[config.mk]
export PLATFORM = sky130hd
export DESIGN_NAME = shadd_pair
export DESIGN_NICKNAME = d
export VERILOG_FILES = /design/src/rtl/shadd_pkg.sv /design/src/rtl/shadd_lo_slice.sv /design/src/rtl/shadd_hi_slice.sv /design/src/rtl/shadd_out_reg.sv /design/src/rtl/shadd_pair.sv
export SDC_FILE = /design/constraint.sdc
export NUM_CORES = 1
export LEC_CHECK = 0
export BUFFER_PORTS_ARGS = -buffer_cell sky130_fd_sc_hd__buf_2
export CORE_ASPECT_RATIO = 1.1
export CORE_MARGIN = 8
export CORE_UTILIZATION = 54
export DETAILED_ROUTE_END_ITERATION = 10
export GPL_TIMING_DRIVEN = 0
export PLACE_DENSITY = 0.78
export SKIP_LAST_GASP = 1
export SLEW_MARGIN = 20
export SYNTH_ARGS = -nofsm -noshare
export SYNTH_HDL_FRONTEND = slang
export SYNTH_SLANG_ARGS = --single-unit
[constraint.sdc]
create_clock -name clk -period 14.58 [get_ports clk]
set_clock_uncertainty 0.15 [all_clocks]
set_input_delay 2.916 -clock clk [delete_from_list [all_inputs] [get_ports clk]]
set_output_delay 2.916 -clock clk [all_outputs]
set_load 0.01 [all_outputs]
[src/rtl/shadd_pkg.sv]
package shadd_pkg;

  typedef enum logic [1:0] {
    MODE_FULL = 2'd0,
    MODE_ZEXT = 2'd1,
    MODE_SEXT = 2'd2,
    MODE_RSVD = 2'd3
  } shadd_mode_e;

endpackage

[src/rtl/shadd_lo_slice.sv]
module shadd_lo_slice
  import shadd_pkg::*;
#(
  parameter int WORD_W  = 32,
  parameter int SHIFT_W = 3,
  localparam int SPILL_W = (1 << SHIFT_W) - 1
) (
  input  logic [WORD_W-1:0]  a_lo,
  input  logic [WORD_W-1:0]  b_lo,
  input  logic [SHIFT_W-1:0] shamt,
  input  logic [1:0]         mode,
  output logic [WORD_W-1:0]  sum_lo,
  output logic               link_carry,
  output logic               link_fill,
  output logic [SPILL_W-1:0] link_spill,
  output logic [SHIFT_W-1:0] link_shamt,
  output logic [1:0]         link_mode
);

  localparam int WIDE_W = WORD_W + SPILL_W;

  logic [WIDE_W-1:0]  wide;
  logic [WORD_W:0]    sum_ext;

  // Bits leaving the low word land in the spill field, right-aligned.
  always_comb begin
    wide    = {{SPILL_W{1'b0}}, b_lo} << shamt;
    sum_ext = {1'b0, a_lo} + {1'b0, wide[WORD_W-1:0]};
  end

  assign sum_lo     = sum_ext[WORD_W-1:0];
  assign link_carry = sum_ext[WORD_W];
  assign link_spill = wide[WIDE_W-1:WORD_W];
  assign link_fill  = (shadd_mode_e'(mode) == MODE_SEXT) && b_lo[WORD_W-1];
  assign link_shamt = shamt;
  assign link_mode  = mode;

endmodule

[src/rtl/shadd_hi_slice.sv]
module shadd_hi_slice
  import shadd_pkg::*;
#(
  parameter int WORD_W  = 32,
  parameter int SHIFT_W = 3,
  localparam int SPILL_W = (1 << SHIFT_W) - 1
) (
  input  logic [WORD_W-1:0]  a_hi,
  input  logic [WORD_W-1:0]  b_hi,
  input  logic               link_carry,
  input  logic               link_fill,
  input  logic [SPILL_W-1:0] link_spill,
  input  logic [SHIFT_W-1:0] link_shamt,
  input  logic [1:0]         link_mode,
  output logic [WORD_W-1:0]  sum_hi,
  output logic               bad_mode
);

  logic [WORD_W-1:0] src_word;
  logic [WORD_W-1:0] operand;

  // The extension modes replace b_hi with a synthesized extension word.
  always_comb begin
    unique case (shadd_mode_e'(link_mode))
      MODE_FULL: src_word = b_hi;
      MODE_ZEXT: src_word = '0;
      MODE_SEXT: src_word = {WORD_W{link_fill}};
      default:   src_word = '0;
    endcase
    operand = (src_word << link_shamt)
            | {{(WORD_W-SPILL_W){1'b0}}, link_spill};
  end

  assign sum_hi   = a_hi + operand + {{(WORD_W-1){1'b0}}, link_carry};
  assign bad_mode = (shadd_mode_e'(link_mode) == MODE_RSVD);

endmodule

[src/rtl/shadd_out_reg.sv]
module shadd_out_reg #(
  parameter int RES_W = 64
) (
  input  logic             clk,
  input  logic             rst,
  input  logic             load,
  input  logic [RES_W-1:0] next_result,
  input  logic             next_err,
  output logic             result_valid,
  output logic [RES_W-1:0] result,
  output logic             result_err
);

  always_ff @(posedge clk) begin
    if (rst) begin
      result_valid <= 1'b0;
      result       <= '0;
      result_err   <= 1'b0;
    end else begin
      result_valid <= load;
      if (load) begin
        result     <= next_err ? '0 : next_result;
        result_err <= next_err;
      end
    end
  end

  AST_HOLD_IDLE: assert property (@(posedge clk) disable iff (rst)
    !load |=> $stable(result) && $stable(result_err));

endmodule

[src/rtl/shadd_pair.sv]
module shadd_pair
  import shadd_pkg::*;
#(
  parameter int WORD_W  = 32,
  parameter int SHIFT_W = 3,
  localparam int SPILL_W = (1 << SHIFT_W) - 1,
  localparam int RES_W   = 2 * WORD_W
) (
  input  logic               clk,
  input  logic               rst,
  input  logic               issue,
  input  logic [1:0]         mode,
  input  logic [SHIFT_W-1:0] shamt,
  input  logic [WORD_W-1:0]  a_lo,
  input  logic [WORD_W-1:0]  a_hi,
  input  logic [WORD_W-1:0]  b_lo,
  input  logic [WORD_W-1:0]  b_hi,
  output logic               result_valid,
  output logic [RES_W-1:0]   result,
  output logic               result_err
);

  logic [WORD_W-1:0]  sum_lo;
  logic [WORD_W-1:0]  sum_hi;
  logic               lk_carry;
  logic               lk_fill;
  logic [SPILL_W-1:0] lk_spill;
  logic [SHIFT_W-1:0] lk_shamt;
  logic [1:0]         lk_mode;
  logic               bad_mode;

  shadd_lo_slice #(.WORD_W(WORD_W), .SHIFT_W(SHIFT_W)) i_lo (
    .a_lo(a_lo), .b_lo(b_lo), .shamt(shamt), .mode(mode),
    .sum_lo(sum_lo), .link_carry(lk_carry), .link_fill(lk_fill),
    .link_spill(lk_spill), .link_shamt(lk_shamt), .link_mode(lk_mode)
  );

  shadd_hi_slice #(.WORD_W(WORD_W), .SHIFT_W(SHIFT_W)) i_hi (
    .a_hi(a_hi), .b_hi(b_hi), .link_carry(lk_carry), .link_fill(lk_fill),
    .link_spill(lk_spill), .link_shamt(lk_shamt), .link_mode(lk_mode),
    .sum_hi(sum_hi), .bad_mode(bad_mode)
  );

  shadd_out_reg #(.RES_W(RES_W)) i_out (
    .clk(clk), .rst(rst), .load(issue),
    .next_result({sum_hi, sum_lo}), .next_err(bad_mode),
    .result_valid(result_valid), .result(result), .result_err(result_err)
  );

  AST_VALID_NEXT: assert property (@(posedge clk) disable iff (rst)
    issue |=> result_valid);
  AST_VALID_ONLY_AFTER_ISSUE: assert property (@(posedge clk) disable iff (rst)
    !issue |=> !result_valid);
  AST_RSVD_FLAGGED: assert property (@(posedge clk) disable iff (rst)
    issue && (mode == 2'd3) |=> result_err && (result == '0));
  AST_GOOD_NO_ERR: assert property (@(posedge clk) disable iff (rst)
    issue && (mode != 2'd3) |=> !result_err);
  AST_LOW_WORD: assert property (@(posedge clk) disable iff (rst)
    issue && (mode != 2'd3)
    |=> result[WORD_W-1:0] == $past(a_lo + (b_lo << shamt)));

endmodule

==> key figures, run 1 <==
Status
  • Outcome: completed

Yosys
  • Post-Syn Nets: 1196
  • Yosys top cell by area: dfxtp_1
  • Number of synthesized flops with an enable pin: 0
  • Avg Inst Size Synth: 7.87 um^2
  • Mapped Cells: ~1000
  • Synth Area in Adders: approximately a tenth
  • Cell Area, Synth: 7830 um^2
  • Yosys reg bits: 66
  • Compound-Gate Fraction of Synth Area: a little over a quarter
  • Largest family of logic cells by synthesized area: compound AO/OA/AOI/OAI gates
  • Post-synthesis async set-or-reset flop share: 0%
  • Mux contribution to synthesized area: between 20% and 30%
  • Yosys cell types: 75
  • Top-area cell type share of the netlist area: 16.9%
  • XOR/XNOR Fraction of Synth Area: about 6.0%
  • Post-synthesis simple-gate area fraction: between 10% and 20%
  • Synth warn: 0
  • Register area share after synthesis: between 10% and 20%
  • Area contributors post-synth: dfxtp_1 (17%), mux2i_1 (11%), ha_1 (9.9%)
  • Ys flop type: dfxtp_1

Placement
  • Port bufs: 200
  • Gpl congestion: 1.01
  • Hpwl dp: 22900 um

Worst setup path
  • CP required: ~15 ns
  • Worst setup SP type: primary input
  • CP endpoint kind: flip-flop
  • Critical path arrival: 9.45 ns
  • Peak fanout along the critical path: 10
  • Crit-path slowest cell: buf_1
  • Worst path max stage delay: 0.64 ns
  • Setup CP Type: in2reg

Routing
  • Total Routed Length: 27400 um
  • Vias/cell: 6.00
  • First-pass iteration count of the detailed router: 6
  • Via count: 8418
  • DRT iter0 DRCs: between 800 and 900
  • Drc violations: 0
  • Antenna Nets Post-Route: 0
  • WL per Instance: ~20 um

Hold path
  • Hold Crit Class: reg2reg

Layout
  • Finished Core Util: 65.5%
  • Share of cells above drive strength 1: 23.6%
  • Post-layout nets: around 1400
  • Synthesis-to-layout area growth: 19.4%
  • Commonest non-fill, non-tap cells in the layout: buf_2 (202), o21ai_0 (104), nand2_1 (93), nor2_1 (92), mux2i_1 (89)
  • Commonest non-fill, non-tap cell in the layout: buf_2

CTS
  • Setup Buffers After CTS: 0
  • Clock Tree Buf Depth: 2
  • Worst-Skew Late Latency: between 0.3 and 0.4 ns
  • Hold Buf Count CTS: 0
  • TritonCTS Buffers: 9
  • Clock sink count: 66
  • CTS resizes: 0
  • CTS H-Tree Depth: 3
  • Clk root buf: clkbuf_16
  • CTS tree: done
  • Worst-path clk slew: 0.05 ns

Power and ir drop
  • Total Power: 851 uW
  • Peak VDD IR: roughly 55 uV
  • Power per cell area: 91.1 nW/um^2
  • Leakage: approximately 4.4 nW

GRT
  • GR Util All Layers: between 20% and 30%
  • Total grt overflow: 0
  • Initial antenna violation count: 3
  • Largest net degree at the start of global routing: 12
  • First-pass GRT wire length: between 40000 and 50000 um
  • Vias in the first global route: 8302

Timing
  • Final setup violating endpoints: 0
  • Setup TNS: 0 ns
  • Max-slew violations: 0
  • Final hold slack: slightly below 0.3 ns
  • Fmax: 107 MHz
  • Final hold violation count: 0
  • RSZ-0062 raised after global routing: false
  • Slew headroom: between 40 and 50%
  • Crit path time final: approximately 9.4 ns
  • Fin crit share: 64.4%
  • Worst Max-Slew Pin Slew: 0.760 ns

Floorplan
  • Core Box Area: 14300 um^2
  • Die W: 131 um
  • Die height: roughly 140 um
  • IO Pins: 202
  • Core Rows: 46
  • Starting Density: 54.8%
  • Die ar.: 18600 um^2

Job
  • Max-cap viol count: 0
## through the flow
step	instance area [um^2]	instances	worst slack, ns
floorplan	7830	995	5.98
global placement	9070	1387	4.92
detailed placement	9070	1387	4.86
CTS	9340	1402	5.18
global route	9340	1403	4.72
finish	9340	1403	5.20
## critical path, delay by kind of cell
family	cells	cell delay, ns
AO/OA/AOI/OAI	10	2.16
buffers and inverters	4	1.42
adder cells (fa/ha/maj)	3	1.16
AND/OR/NAND/NOR	6	0.97
multiplexers	1	0.64
XOR/XNOR	1	0.17
## layer usage
metal | global-route usage (%) | vias to the layer above | wire [um] | share of wire (%)
met5 | 0 | - | 20 | 0.073
met4 | 13.8 | 4 | 990 | 3.6
met3 | 5.28 | 72 | 2040 | 7.4
met2 | 50.4 | 359 | 13400 | 49
met1 | 34.0 | 3885 | 10900 | 40
li1 | - | 4098 | - | -
## power by group
part           leakage, nW  total (mW)  internal (mW)  switching (mW)
clock                0.134       0.203          0.118          0.0851
combinational         3.77       0.436          0.181           0.255
sequential           0.542       0.212          0.202         0.00984
## cell families after synthesis
logic type,count (synthesis)
AO/OA/AOI/OAI,323
XOR/XNOR,54
adder cells (fa/ha/maj),65
buffers and inverters,88
flip-flops,66
multiplexers,134
AND/OR/NAND/NOR,265
## final timing paths
path                                 startpoint                            end  slack (ns)  depth (start not counted)
hold / removal    i_out.result[16]$_SDFFE_PP0P_  i_out.result[16]$_SDFFE_PP0P_        0.29                          2
hold reg to reg   i_out.result[16]$_SDFFE_PP0P_  i_out.result[16]$_SDFFE_PP0P_        0.29                          2
setup / recovery                       shamt[0]  i_out.result[60]$_SDFFE_PP0P_        5.20                         25
setup reg to reg  i_out.result[34]$_SDFFE_PP0P_  i_out.result[34]$_SDFFE_PP0P_       13.70                          2
## sequential cells by signal, summed over array words and instances, names as in the netlist
register,count
i_out.result_valid,1
i_out.result_err,1
i_out.result,64
## layout make-up
| type | count | area (um^2) |
|---|---|---|
| diodes | 1 | 2.50 |
| plain buffers | 61 | 231 |
| clock buffers | 10 | 239 |
| clock inverters | 5 | 31.3 |
| fillers | 1338 | 4930 |
| inverters | 27 | 101 |
| multi-input cells | 841 | 6180 |
| flip-flops and latches | 66 | 1320 |
| well taps | 192 | 240 |
| repair buffers | 200 | 1000 |
## Yosys cell counts (3+ instances only)
master,n
or2_2,4
o21a_1,8
dfxtp_1,66
mux2i_1,89
a21oi_1,76
o31ai_1,10
nor3_1,10
a22oi_1,21
xor2_1,23
nand4_1,11
a31oi_1,12
o21bai_1,8
clkbuf_1,50
o21ai_0,104
nand2b_1,10
nand3_1,16
ha_1,62
inv_1,24
nor2b_1,6
mux4_2,19
and3_1,5
mux2_2,26
o211ai_1,8
a22o_1,3
nand2_1,93
and2_1,4
xnor2_1,31
nor2_1,93
a211oi_1,9
a21o_1,29
fa_1,3
or3_1,4
buf_1,9
(Power assumes the default switching activity.)
==> inputs of run 2 (changes only) <==
Settings changed: ABC_AREA set to 1, CORE_UTILIZATION 54 to 51, PLACE_DENSITY 0.78 to 0.76.
Clock period 14.58 ns to 8.1 ns, I/O delays scaled along.
==> key figures, run 2 <==
Status
  • Outcome: completed

Power and ir drop
  • Peak VDD IR: 118 uV (+120%)
  • Total Power: 1.55 mW (+82%)
  • Leakage: 5.43 nW (+22%)
  • Power per cell area: 151 nW/um^2 (+65%)

Worst setup path
  • Peak fanout along the critical path: 10 (unchanged)
  • Setup CP Type: in2reg
  • R2R setup slack: 7.28 ns (-6.42 ns)
  • CP top delay family: simple AND/OR/NAND/NOR gates
  • CP required: 8.15 ns (-6.50 ns)
  • Reg2reg path depth: 2 (unchanged)
  • FF-to-FF End: i_out.result[4]$_SDFFE_PP0P_
  • Crit-path slowest cell: fa_1
  • Worst setup SP type: primary input
  • Critical path arrival: 7.04 ns (-2.41 ns)
  • Worst path max stage delay: 0.50 ns (-0.14 ns)
  • Worst r2r src: i_out.result[4]$_SDFFE_PP0P_
  • CP endpoint kind: flip-flop
  • Most Frequent Cell on Critical Path: nand2_1
  • Bufs and invs on worst path: 7 (+3)

Timing
  • Final setup violating endpoints: 0 (unchanged)
  • Setup TNS: 0 ns (unchanged)
  • Worst Max-Slew Pin Slew: 0.660 ns (-0.100 ns)
  • Final hold violation count: 0 (unchanged)
  • Fmax: 143 MHz
  • Crit path time final: 7.00 ns
  • RSZ-0062 raised after global routing: false
  • Fin crit share: 86.4%
  • Slew headroom: 56.0% (+6.7 points)
  • Max-slew violations: 0 (unchanged)

Yosys
  • Post-Syn Nets: 1786 (+49%)
  • Post-synthesis async set-or-reset flop share: 0% (unchanged)
  • Yosys cell types: 42 (-44%)
  • Ys flop type: dfxtp_1
  • Number of synthesized flops with an enable pin: 0 (unchanged)
  • Yosys top cell by area: nand2_1
  • Cell Area, Synth: 8730 um^2 (+12%)
  • Area contributors post-synth: nand2_1 (23%), dfxtp_1 (15%), nand3_1 (10%)
  • Top-count cell post-synth: nand2_1
  • Mapped Cells: 1585 (+59%)
  • Top-area cell type share of the netlist area: 23.1% (+6.2 points)
  • Synth cell count leaders: nand2_1 (537), nand3_1 (181), inv_1 (153), a21oi_1 (139), o21ai_0 (112)
  • Register area share after synthesis: 15.1% (-1.8 points)
  • Synth warn: 0 (unchanged)
  • Avg Inst Size Synth: 5.51 um^2 (-30%)
  • Yosys reg bits: 66 (unchanged)

CTS
  • TritonCTS Buffers: 9 (unchanged)
  • Hold Buf Count CTS: 0 (unchanged)
  • CTS H-Tree Depth: 3 (unchanged)
  • Clock sink count: 66 (unchanged)
  • Clock Tree Buf Depth: 2 (unchanged)
  • Worst-path clk slew: 0.05 ns (about the same)
  • Clk root buf: clkbuf_16
  • CTS tree: done
  • CTS resizes: 0 (unchanged)
  • Worst-Skew Late Latency: 0.33 ns (-0.02 ns)
  • Setup Buffers After CTS: 0 (unchanged)

Routing
  • Drc violations: 0 (unchanged)
  • Via count: 11300 (+34%)
  • WL per Instance: 17.1 um (-12%)
  • Total Routed Length: 34400 um (+26%)
  • Vias/cell: 5.64 (-6.1%)
  • Antenna Nets Post-Route: 0 (unchanged)
  • First-pass iteration count of the detailed router: 6 (unchanged)
  • DRT iter0 DRCs: 844 (+4.3%)

GRT
  • Largest net degree at the start of global routing: 12 (unchanged)
  • Total grt overflow: 0 (unchanged)
  • GR Util All Layers: 31.0% (+1.8 points)
  • Vias in the first global route: 11100 (+34%)
  • First-pass GRT wire length: 54200 um (+28%)
  • Initial antenna violation count: 0 (-3)

Layout
  • Share of cells above drive strength 1: 15.7% (-7.9 points)
  • Post-layout nets: 1996 (+42%)
  • Synthesis-to-layout area growth: 17.5%
  • Max reg flops: 64 (unchanged)
  • Commonest non-fill, non-tap cells in the layout: nand2_1 (537), buf_2 (223), nand3_1 (181), inv_1 (153), a21oi_1 (139)
  • Commonest non-fill, non-tap cell in the layout: nand2_1
  • Biggest registers after layout: i_out.result (64), i_out.result_err (1), i_out.result_valid (1)
  • Reg with most FFs: i_out.result
  • Ant. Diodes: 0 (-1)

Floorplan
  • Die height: 153 um (+7.7%)
  • Core Rows: 50 (+8.7%)
  • Die W: 141 um (+7.6%)
  • Core Box Area: 16900 um^2 (+18%)
  • Die ar.: 21600 um^2 (+16%)
  • Starting Density: 51.7% (-3.1 points)
  • IO Pins: 202 (unchanged)

Job
  • Max-cap viol count: 0 (unchanged)

Hold path
  • Worst Hold Path EP: i_out.result[17]$_SDFFE_PP0P_
  • Hold Crit Class: reg2reg
  • Hold Crit Start: i_out.result[17]$_SDFFE_PP0P_
  • Hold Crit Depth: 2 (unchanged)

Placement
  • Hpwl dp: 29300 um (+28%)
  • Port bufs: 199 (-0.50%)
  • Gpl congestion: 0.985 (-2.4%)
run 2: cell types whose count changed after synthesis, moves of 23 or more:
cell,delta
a21oi_1,+63
mux2i_1,-72
inv_1,+129
o21ai_1,+27
xor2_1,-23
nand2_1,+444
clkbuf_1,-29
mux2_2,-26
nand3_1,+165
xnor2_1,-31
run 2: tightest hold or removal path, delay by kind of cell, from the launching register on:
| kind | cells | cell delay, ns |
|---|---|---|
| AOI/OAI and AO/OA | 1 | 0.05 |
| DFF | 1 | 0.30 |
| and+or+nand+nor | 1 | 0.06 |
run 2: worst max path at each step:
stage / start / end / slack, ns / cells after the start
6_report: shamt[0] / i_out.result[60]$_SDFFE_PP0P_ / 1.10 / 33
2_1_floorplan: shamt[0] / i_out.result[62]$_SDFFE_PP0P_ / 2.38 / 32
3_5_place_dp: shamt[0] / i_out.result[54]$_SDFFE_PP0P_ / 0.89 / 33
5_1_grt: shamt[0] / i_out.result[54]$_SDFFE_PP0P_ / 0.71 / 33
4_1_cts: shamt[0] / i_out.result[54]$_SDFFE_PP0P_ / 1.19 / 33
3_3_place_gp: shamt[0] / i_out.result[60]$_SDFFE_PP0P_ / 0.95 / 33
run 2: layout make-up:
type                    instances  area (um^2)
plain buffers                  65          305
clock buffers                  11          243
clock inverters                 5         30.0
fillers                      1845         6630
inverters                     155          582
multi-input cells            1299         6530
flip-flops and latches         66         1320
well taps                     208          260
repair buffers                199          996
run 2: kinds of logic (layout without fill, tap and decap cells):
group / count (synthesis) / count (layout) / share of synthesized area [%]
AO/OA/AOI/OAI: 327 / 327 / 20.2
flip-flops: 66 / 66 / 15.1
buffers and inverters: 220 / 435 / 10.2
adder cells (fa/ha/maj): 65 / 65 / 9.57
multiplexers: 17 / 17 / 1.95
AND/OR/NAND/NOR: 890 / 890 / 43.0
run 2: stage by stage:
step	utilization, %	cell area, um^2	hold slack, ns	cells	worst slack (ns)
3_3_place_gp	59.1	9990	0.299	1992	0.951
2_1_floorplan	-	8730	0.340	1585	2.38
5_1_grt	60.8	10300	0.328	2008	0.714
4_1_cts	60.8	10300	0.312	2008	1.19
6_report	60.8	10300	0.310	2008	1.10
3_5_place_dp	59.1	9990	0.303	1992	0.889
run 2: power breakdown:
| part | internal (mW) | switching [mW] |
|---|---|---|
| Combinational | 0.287 | 0.532 |
| Sequential | 0.358 | 0.0161 |
| Clock | 0.213 | 0.140 |
| Total | 0.859 | 0.688 |
run 2: per-layer routing:
metal / GRT usage (%) / share of wire [%]
met5: 0 / 0
met4: 16.4 / 5.1
met3: 4.52 / 6.4
met2: 57.1 / 50
met1: 33.4 / 39
